**src/rtl/exec_stage.sv**
```systemverilog
module exec_stage #(
  parameter int XLEN = 32,
  parameter int LITW = 16,
  parameter int REGW = 4,
  parameter int OPW  = 4
) (
  input  logic            clk,
  input  logic            rst_n,
  input  logic            in_valid,
  input  logic [OPW-1:0]  in_op,
  input  logic [REGW-1:0] in_dst,
  input  logic [XLEN-1:0] in_pc,
  input  logic [XLEN-1:0] in_a,
  input  logic [XLEN-1:0] in_b,
  input  logic [LITW-1:0] in_lit,
  input  logic            in_zflag,
  output logic            busy,
  output logic            out_valid,
  output logic [OPW-1:0]  out_op,
  output logic [REGW-1:0] out_dst,
  output logic [XLEN-1:0] out_result,
  output logic [XLEN-1:0] out_store_data,
  output logic            out_zero,
  output logic            out_sets_z,
  output logic            redirect,
  output logic [XLEN-1:0] redirect_target
);
  localparam logic [OPW-1:0] OP_ADD = 0, OP_SUB = 1, OP_AND = 2, OP_OR = 3,
    OP_XOR = 4, OP_MOVC = 5, OP_MUL = 6, OP_LOAD = 7, OP_STORE = 8,
    OP_BZ = 9, OP_BNZ = 10, OP_JUMP = 11;

  logic [XLEN-1:0] lit_x, res, tgt, hold_a, hold_b, prod;
  logic [REGW-1:0] hold_dst;
  logic            taken, sets_z;

  assign lit_x = {{(XLEN-LITW){in_lit[LITW-1]}}, in_lit};
  assign prod  = hold_a * hold_b;

  always_comb begin
    res    = '0;
    taken  = 1'b0;
    tgt    = '0;
    sets_z = 1'b0;
    case (in_op)
      OP_ADD:   begin res = in_a + in_b; sets_z = 1'b1; end
      OP_SUB:   begin res = in_a - in_b; sets_z = 1'b1; end
      OP_AND:   res = in_a & in_b;
      OP_OR:    res = in_a | in_b;
      OP_XOR:   res = in_a ^ in_b;
      OP_MOVC:  res = lit_x + '0;
      OP_LOAD, OP_STORE: res = in_a + lit_x;
      OP_BZ:    begin taken = in_zflag;  tgt = in_pc + lit_x; end
      OP_BNZ:   begin taken = !in_zflag; tgt = in_pc + lit_x; end
      OP_JUMP:  begin taken = 1'b1;      tgt = in_a + lit_x; end
      default:  res = '0;
    endcase
  end

  always_ff @(posedge clk) begin
    if (!rst_n) begin
      busy            <= 1'b0;
      out_valid       <= 1'b0;
      out_op          <= '0;
      out_dst         <= '0;
      out_result      <= '0;
      out_store_data  <= '0;
      out_zero        <= 1'b0;
      out_sets_z      <= 1'b0;
      redirect        <= 1'b0;
      redirect_target <= '0;
      hold_a          <= '0;
      hold_b          <= '0;
      hold_dst        <= '0;
    end else if (busy) begin
      busy           <= 1'b0;
      out_valid      <= 1'b1;
      out_op         <= OP_MUL;
      out_dst        <= hold_dst;
      out_result     <= prod;
      out_store_data <= '0;
      out_zero       <= (prod == '0);
      out_sets_z     <= 1'b1;
      redirect       <= 1'b0;
    end else if (in_valid && in_op == OP_MUL) begin
      busy      <= 1'b1;
      out_valid <= 1'b0;
      redirect  <= 1'b0;
      hold_a    <= in_a;
      hold_b    <= in_b;
      hold_dst  <= in_dst;
    end else begin
      out_valid       <= in_valid;
      out_op          <= in_op;
      out_dst         <= in_dst;
      out_result      <= res;
      out_store_data  <= (in_op == OP_STORE) ? in_b : '0;
      out_zero        <= (res == '0);
      out_sets_z      <= sets_z;
      redirect        <= in_valid && taken;
      redirect_target <= {tgt[XLEN-1:2], 2'b00};
    end
  end
endmodule

```
**config.mk**
```make
export PLATFORM = sky130hd
export DESIGN_NAME = exec_stage
export DESIGN_NICKNAME = d
export VERILOG_FILES = /design/src/rtl/exec_stage.sv
export SDC_FILE = /design/constraint.sdc
export NUM_CORES = 2
export LEC_CHECK = 0
export ABC_AREA = 1
export ABC_CLOCK_PERIOD_IN_PS = 10490
export BUFFER_PORTS_ARGS = -buffer_cell sky130_fd_sc_hd__buf_2
export CAP_MARGIN = 25
export CORE_MARGIN = 2
export CORE_UTILIZATION = 65
export CTS_CLUSTER_SIZE = 24
export DETAILED_ROUTE_END_ITERATION = 16
export PLACE_DENSITY = 0.87
export SETUP_SLACK_MARGIN = 0.1
export SLEW_MARGIN = 20
export SYNTH_ARGS = -nofsm -noshare
export SYNTH_HDL_FRONTEND = slang
export SYNTH_SLANG_ARGS = --single-unit
```
**constraint.sdc**
```tcl
create_clock -name clk -period 10.49 [get_ports clk]
set_input_delay 0.5245 -clock clk [delete_from_list [all_inputs] [get_ports clk]]
set_output_delay 0.5245 -clock clk [all_outputs]
set_load 0.02 [all_outputs]
```
# After elaboration in Yosys (flattened, before gate mapping)
# Cells that the tools add are included.
[word_totals]
word_cells = 68
output_inout_bits = 109
reg_bits = 175
inputBits = 124
[op_classes]
bitwise = 6
muxes = 18
add_sub_neg = 4
n_eq_ne = 12
n_mul = 1
reduce_logical = 13
[op_table]
columns = ["op", "count"]
rows = [
  ["$pmux W32 S7", 1],
  ["$add A32 B32 Y32", 3],
  ["$mux W32", 3],
  ["$logic_not A32 Y1", 2],
  ["$pmux W32 S2", 1],
  ["$and A32 B32 Y32", 1],
  ["$mul A32 B32 Y32", 1],
  ["$or A32 B32 Y32", 1],
  ["$sub A32 B32 Y32", 1],
  ["$xor A32 B32 Y32", 1],
  ["$eq A4 B3 Y1 const B", 4],
  ["$eq A4 B4 Y1 const B", 4],
  ["$eq A4 B2 Y1 const B", 2],
  ["$mux W1", 8],
  ["$mux W4", 2],
  ["$reduce_or A2 Y1", 4],
  ["$mux W3", 2],
  ["$eq A4 B1 Y1 const B", 1],
  ["$logic_not A4 Y1", 1],
  ["$reduce_and A2 Y1", 2],
  ["$not A1 Y1", 3],
  ["$pmux W1 S3", 1],
  ["$reduce_or A3 Y1", 1],
  ["$logic_and A1 B1 Y1", 2],
  ["2 further kinds", 2],
]

# Logic depth before layout (Yosys ltp)
[logic_depth]
word_depth = 6
depth_mapped = 36
depth_no_buf = 34

# Worst setup path after synthesis
# Ideal clock, no wire load.
[synth_path]
path_type = "register -> register"
from = "reg hold_b[3]"
to = "reg out_zero"
path_slack_ns = 3.877
period_less_slack_ns = 6.613
path_buffers = 2
t_required_ns = 10.419
stages_incl_launch_ff = 29
arrival_ns = 6.542
setup_time_ns = 0.071
cell_sequence = "dfxtp_1 clkbuf_1 buf_1 nand2_1 fa_1 inv_1 fa_1 inv_1 fa_1 inv_1 fa_1 fa_1 inv_1 fa_1 inv_1 fa_1 fa_1 ha_1 inv_1 nor3_1 nand2_1 nor4_1 a21oi_1 xor2_1 nor2_1 nand3_1 nor2_1 nor2_1 a21oi_1"
[synth_between]
elab_chain_cells = 3
[synth_lines]
columns = ["item", "line_no", "rtl"]
rows = [
  ["from (decl)", "32", "logic [XLEN-1:0] lit_x, res, tgt, hold_a, hold_b, prod;"],
  ["from (signal assigned)", "89", "hold_b <= in_b;"],
  ["$mul A32 B32 Y32", "37", "assign prod = hold_a * hold_b;"],
  ["$logic_not A32 Y1", "81", "out_zero <= (prod == '0);"],
  ["$mux W1", "74", "end else if (busy) begin"],
  ["to (signal assigned)", "81", ""],
  ["to (signal assigned)", "97", "out_zero <= (res == '0);"],
  ["to (decl)", "23", "output logic out_zero,"],
]
# No other way between the ends.
# A chain may end at the register's enable or synchronous reset.

# Worst setup path after layout
[layout_path]
from = "reg hold_a[10]"
to = "reg out_zero"
[layout_between]
elab_chain_cells = 3
[layout_lines]
columns = ["item", "line_no", "rtl"]
rows = [
  ["from (decl)", "32", ""],
  ["from (signal assigned)", "88", "hold_a <= in_a;"],
  ["$mul A32 B32 Y32", "37", ""],
  ["$logic_not A32 Y1", "81", ""],
  ["$mux W1", "74", ""],
]
# No other way between the ends.

==> key figures <==
Status
  • Status: complete, no violations

Power
  • LEAKAGE: 19.9 nW
  • Cell Pwr Density: around 63 mW/mm2
  • Tot Pwr: around 2.1 mW
  • Maximum vdd ir drop: 0.0000876 V

Placement
  • Area post-placement: about 0.033 mm2
  • Detail Placement HPWL: 83700 um
  • RePlAce Congestion: approximately 1.1
  • PortBufs: 230
  • Placed insts: roughly 5.3k

STA
  • RSZ-0062 raised after global routing: false
  • Worst relative slew slack: 25.9%
  • F_max: between 0.1 and 0.15 GHz
  • Min cycle time layout: 7.51 ns
  • Final period utilization: ~72%
  • Fin Hold WS: roughly 0.29 ns
  • Actual slew at the worst max-slew pin: about 1.1 ns
  • Endpoints failing setup: 0
  • Slew Limit Fails: 0
  • Final Hold Viols: 0
  • Setup Skew: between 0.015 and 0.02 ns
  • Setup TNS: 0 ns

Route
  • Detailed-route via count: about 31k
  • DRT Pass-1 Iters: 7
  • DRC viols: 0
  • WL per Instance: 19.4 um
  • Initial DRC Count: between 3k and 4k
  • Final wirelength: roughly 100000 um
  • Vias per cell: just under 6
  • Post-route ant nets: 0

Min path
  • Hold Path Class: primary input to register
  • Worst hold path startpoint: in_dst[0]
  • Worst hold path stage count: 3
  • Hold EP: hold_dst[0]

Floorplanning
  • Number of I/O pins: about 230
  • Die Wd: between 200 and 250 um
  • Core box area: 0.0479 mm2
  • Starting Density: about 66%
  • Row cnt: 80
  • Die area: just over 0.05 mm2
  • Die Ht: between 200 and 250 um

Global route
  • Antenna violations before repair: 3
  • Largest net degree at the start of global routing: 105
  • Global Route Usage Sum: approximately two fifths
  • First-pass GRT wire length: around 160000 um
  • GRT Residual Overflow: 0
  • Vias in the first global route: around 31k

Flow run
  • Max cap viols: 0

Layout
  • Post-route cell area: about 0.034 mm2
  • Final nets: ~5.5k
  • Fill cells: roughly 4k
  • Layout cell share with drive strength beyond 1: around 7.6%
  • Finished Layout Cells: ~5.4k
  • Area Growth Syn to Fin: 6.56%

Clocking
  • CTS max path bufs: 2
  • CTS buffer count: 17
  • Setup bufs post-CTS: 0
  • # resized after CTS: 0
  • CTS Hold Bufs: 0
  • CTS tree: yes
  • Worst-path clk slew: 0.08 ns
  • Number of H-tree levels: 4
  • Worst skew pair latency: between 0.4 and 0.5 ns
  • Root buffer cell: clkbuf_16
  • Clk sinks: about 180

Critical path
  • CP max stage delay: 1.06 ns
  • Setup CP Type: register to register
  • Critical path launch point type: register
  • CP max-delay cell: dfxtp_1
  • CP dominant cell by count: fa_1
  • Worst Setup End Kind: register
  • Reg2reg end: out_zero
  • Crit-path max FO: 24
  • Reg2reg start: hold_a[10]
  • Reg2Reg Depth: 26
  • Flop2flop setup slack: just under 3 ns
  • CP Launch Point: hold_a[10]
  • WP data arrival: about 7.8 ns
  • Worst path required time: around 11 ns

Yosys
  • Async set-reset flop share out of synthesis: 0%
  • Distinct cells, synth: 54
  • Synth Instances: 4626
  • Syn Std Cell Area: 0.0317 mm2
  • Main flop type after synthesis: dfxtp_1
  • Syn avg cell area: between 6 and 7 um2
  • Post-synthesis sequential area ratio: around 11%
  • Seq cells post-synth: 175
  • Post-synth EDFFs: 0
  • YS warnings: 0
logic make-up after synthesis:
group / share of synthesized area [%]
compound gates: 10.8
xor+xnor: 2.38
fa+ha+maj: 36.9
buf+inv: 14.6
flops: 11.1
mux: 0.0355
other cells: 0.0118
simple gates: 24.2
how the worst max path moves through the flow:
| stage | end | depth (start not counted) | slack (ns) |
|---|---|---|---|
| after floorplan | out_zero | 28 | 3.88 |
| after global placement | out_zero | 28 | 3.16 |
| after detailed placement | out_zero | 26 | 3.02 |
| after CTS | out_zero | 26 | 3.00 |
| after global routing | out_zero | 26 | 2.62 |
| final | out_zero | 26 | 2.98 |
cell usage after synthesis (7+ instances only):
library cell | count | share of area, %
a211oi_1 | 14 | 0.33
a21o_1 | 9 | 0.21
a21oi_1 | 227 | 3.6
a221oi_1 | 15 | 0.41
a22o_1 | 13 | 0.36
a31oi_1 | 24 | 0.47
buf_1 | 15 | 0.18
buf_2 | 29 | 0.46
clkbuf_1 | 134 | 1.6
dfxtp_1 | 175 | 11
fa_1 | 410 | 26
ha_1 | 280 | 11
inv_1 | 1011 | 12
nand2_1 | 1266 | 15
nand3_1 | 217 | 3.4
nand3b_1 | 24 | 0.57
nand4_1 | 37 | 0.73
nor2_1 | 248 | 2.9
nor3_1 | 31 | 0.49
nor3_2 | 7 | 0.22
nor4_1 | 7 | 0.14
o21ai_0 | 198 | 3.1
o21ai_1 | 9 | 0.14
o221ai_1 | 9 | 0.25
o31ai_1 | 37 | 0.88
or2_1 | 9 | 0.18
or2_2 | 15 | 0.30
xnor2_1 | 26 | 0.72
xor2_1 | 60 | 1.7
placed cells by master (no fill, tap or decap), drive strengths merged, types with 5 or more instances in the layout:
master,synthesis,final
a211oi,14,14
a21o,9,9
a21oi,232,232
a221oi,18,18
a22o,13,13
a31oi,24,24
buf,53,271
clkbuf,137,18
clkinv,1,6
dfxtp,175,175
fa,410,410
ha,280,280
inv,1017,1025
nand2,1272,1272
nand3,217,217
nand3b,24,24
nand4,37,37
nor2,250,250
nor3,38,38
nor4,7,7
o21a,5,5
o21ai,211,211
o21bai,7,7
o221ai,9,9
o31ai,37,37
or2,24,24
xnor2,26,26
xor2,60,60
report_power, final:
group / internal [mW] / total, mW / leakage [nW] / switching, mW
Clock: 0.322 / 0.678 / 0.286 / 0.356
Sequential: 0.686 / 0.716 / 1.42 / 0.0299
Combinational: 0.218 / 0.719 / 18.1 / 0.501
Total: 1.23 / 2.11 / 19.9 / 0.886
layer usage:
metal,part of all wire [%],GRT usage [%],vias to the layer above
met1,38,55.0,14700
met2,44,65.1,1998
met3,13,9.88,409
li1,-,-,14400
met5,0.016,0,-
met4,5.2,18.7,2
metrics by stage:
step,utilization (%),setup slack (ns)
global route,70.5,2.62
finish,70.5,2.98
floorplan,-,3.88
detailed placement,69.1,3.02
CTS,70.4,3.00
global placement,69.1,3.16
layout make-up:
class | instances | area (um2) | share of cell area [%]
diodes | 2 | 5.00 | 0.0148
repair buffers | 271 | 1480 | 4.37
clock buffers | 18 | 429 | 1.27
flip-flops and latches | 175 | 3510 | 10.4
inverters | 1018 | 3820 | 11.3
well taps | 615 | 769 | 2.28
clock inverters | 14 | 164 | 0.485
multi-input cells | 3244 | 23600 | 69.9
registers in the layout (all words and copies together) (netlist names), 4 cells and up:
register and flops:
hold_a 32, out_store_data 32, redirect_target 30, out_result 32
hold_dst 4, out_op 4, hold_b 32, out_dst 4
critical path, delay by kind of cell (launching register included):
kind	cells	cell delay [ns]
adder cells (fa/ha/maj)	9	4.27
flip-flops	1	1.06
AND/OR/NAND/NOR	9	1.01
AO/OA/AOI/OAI	5	0.79
buffers and inverters	3	0.21
(Power assumes the default switching activity.)
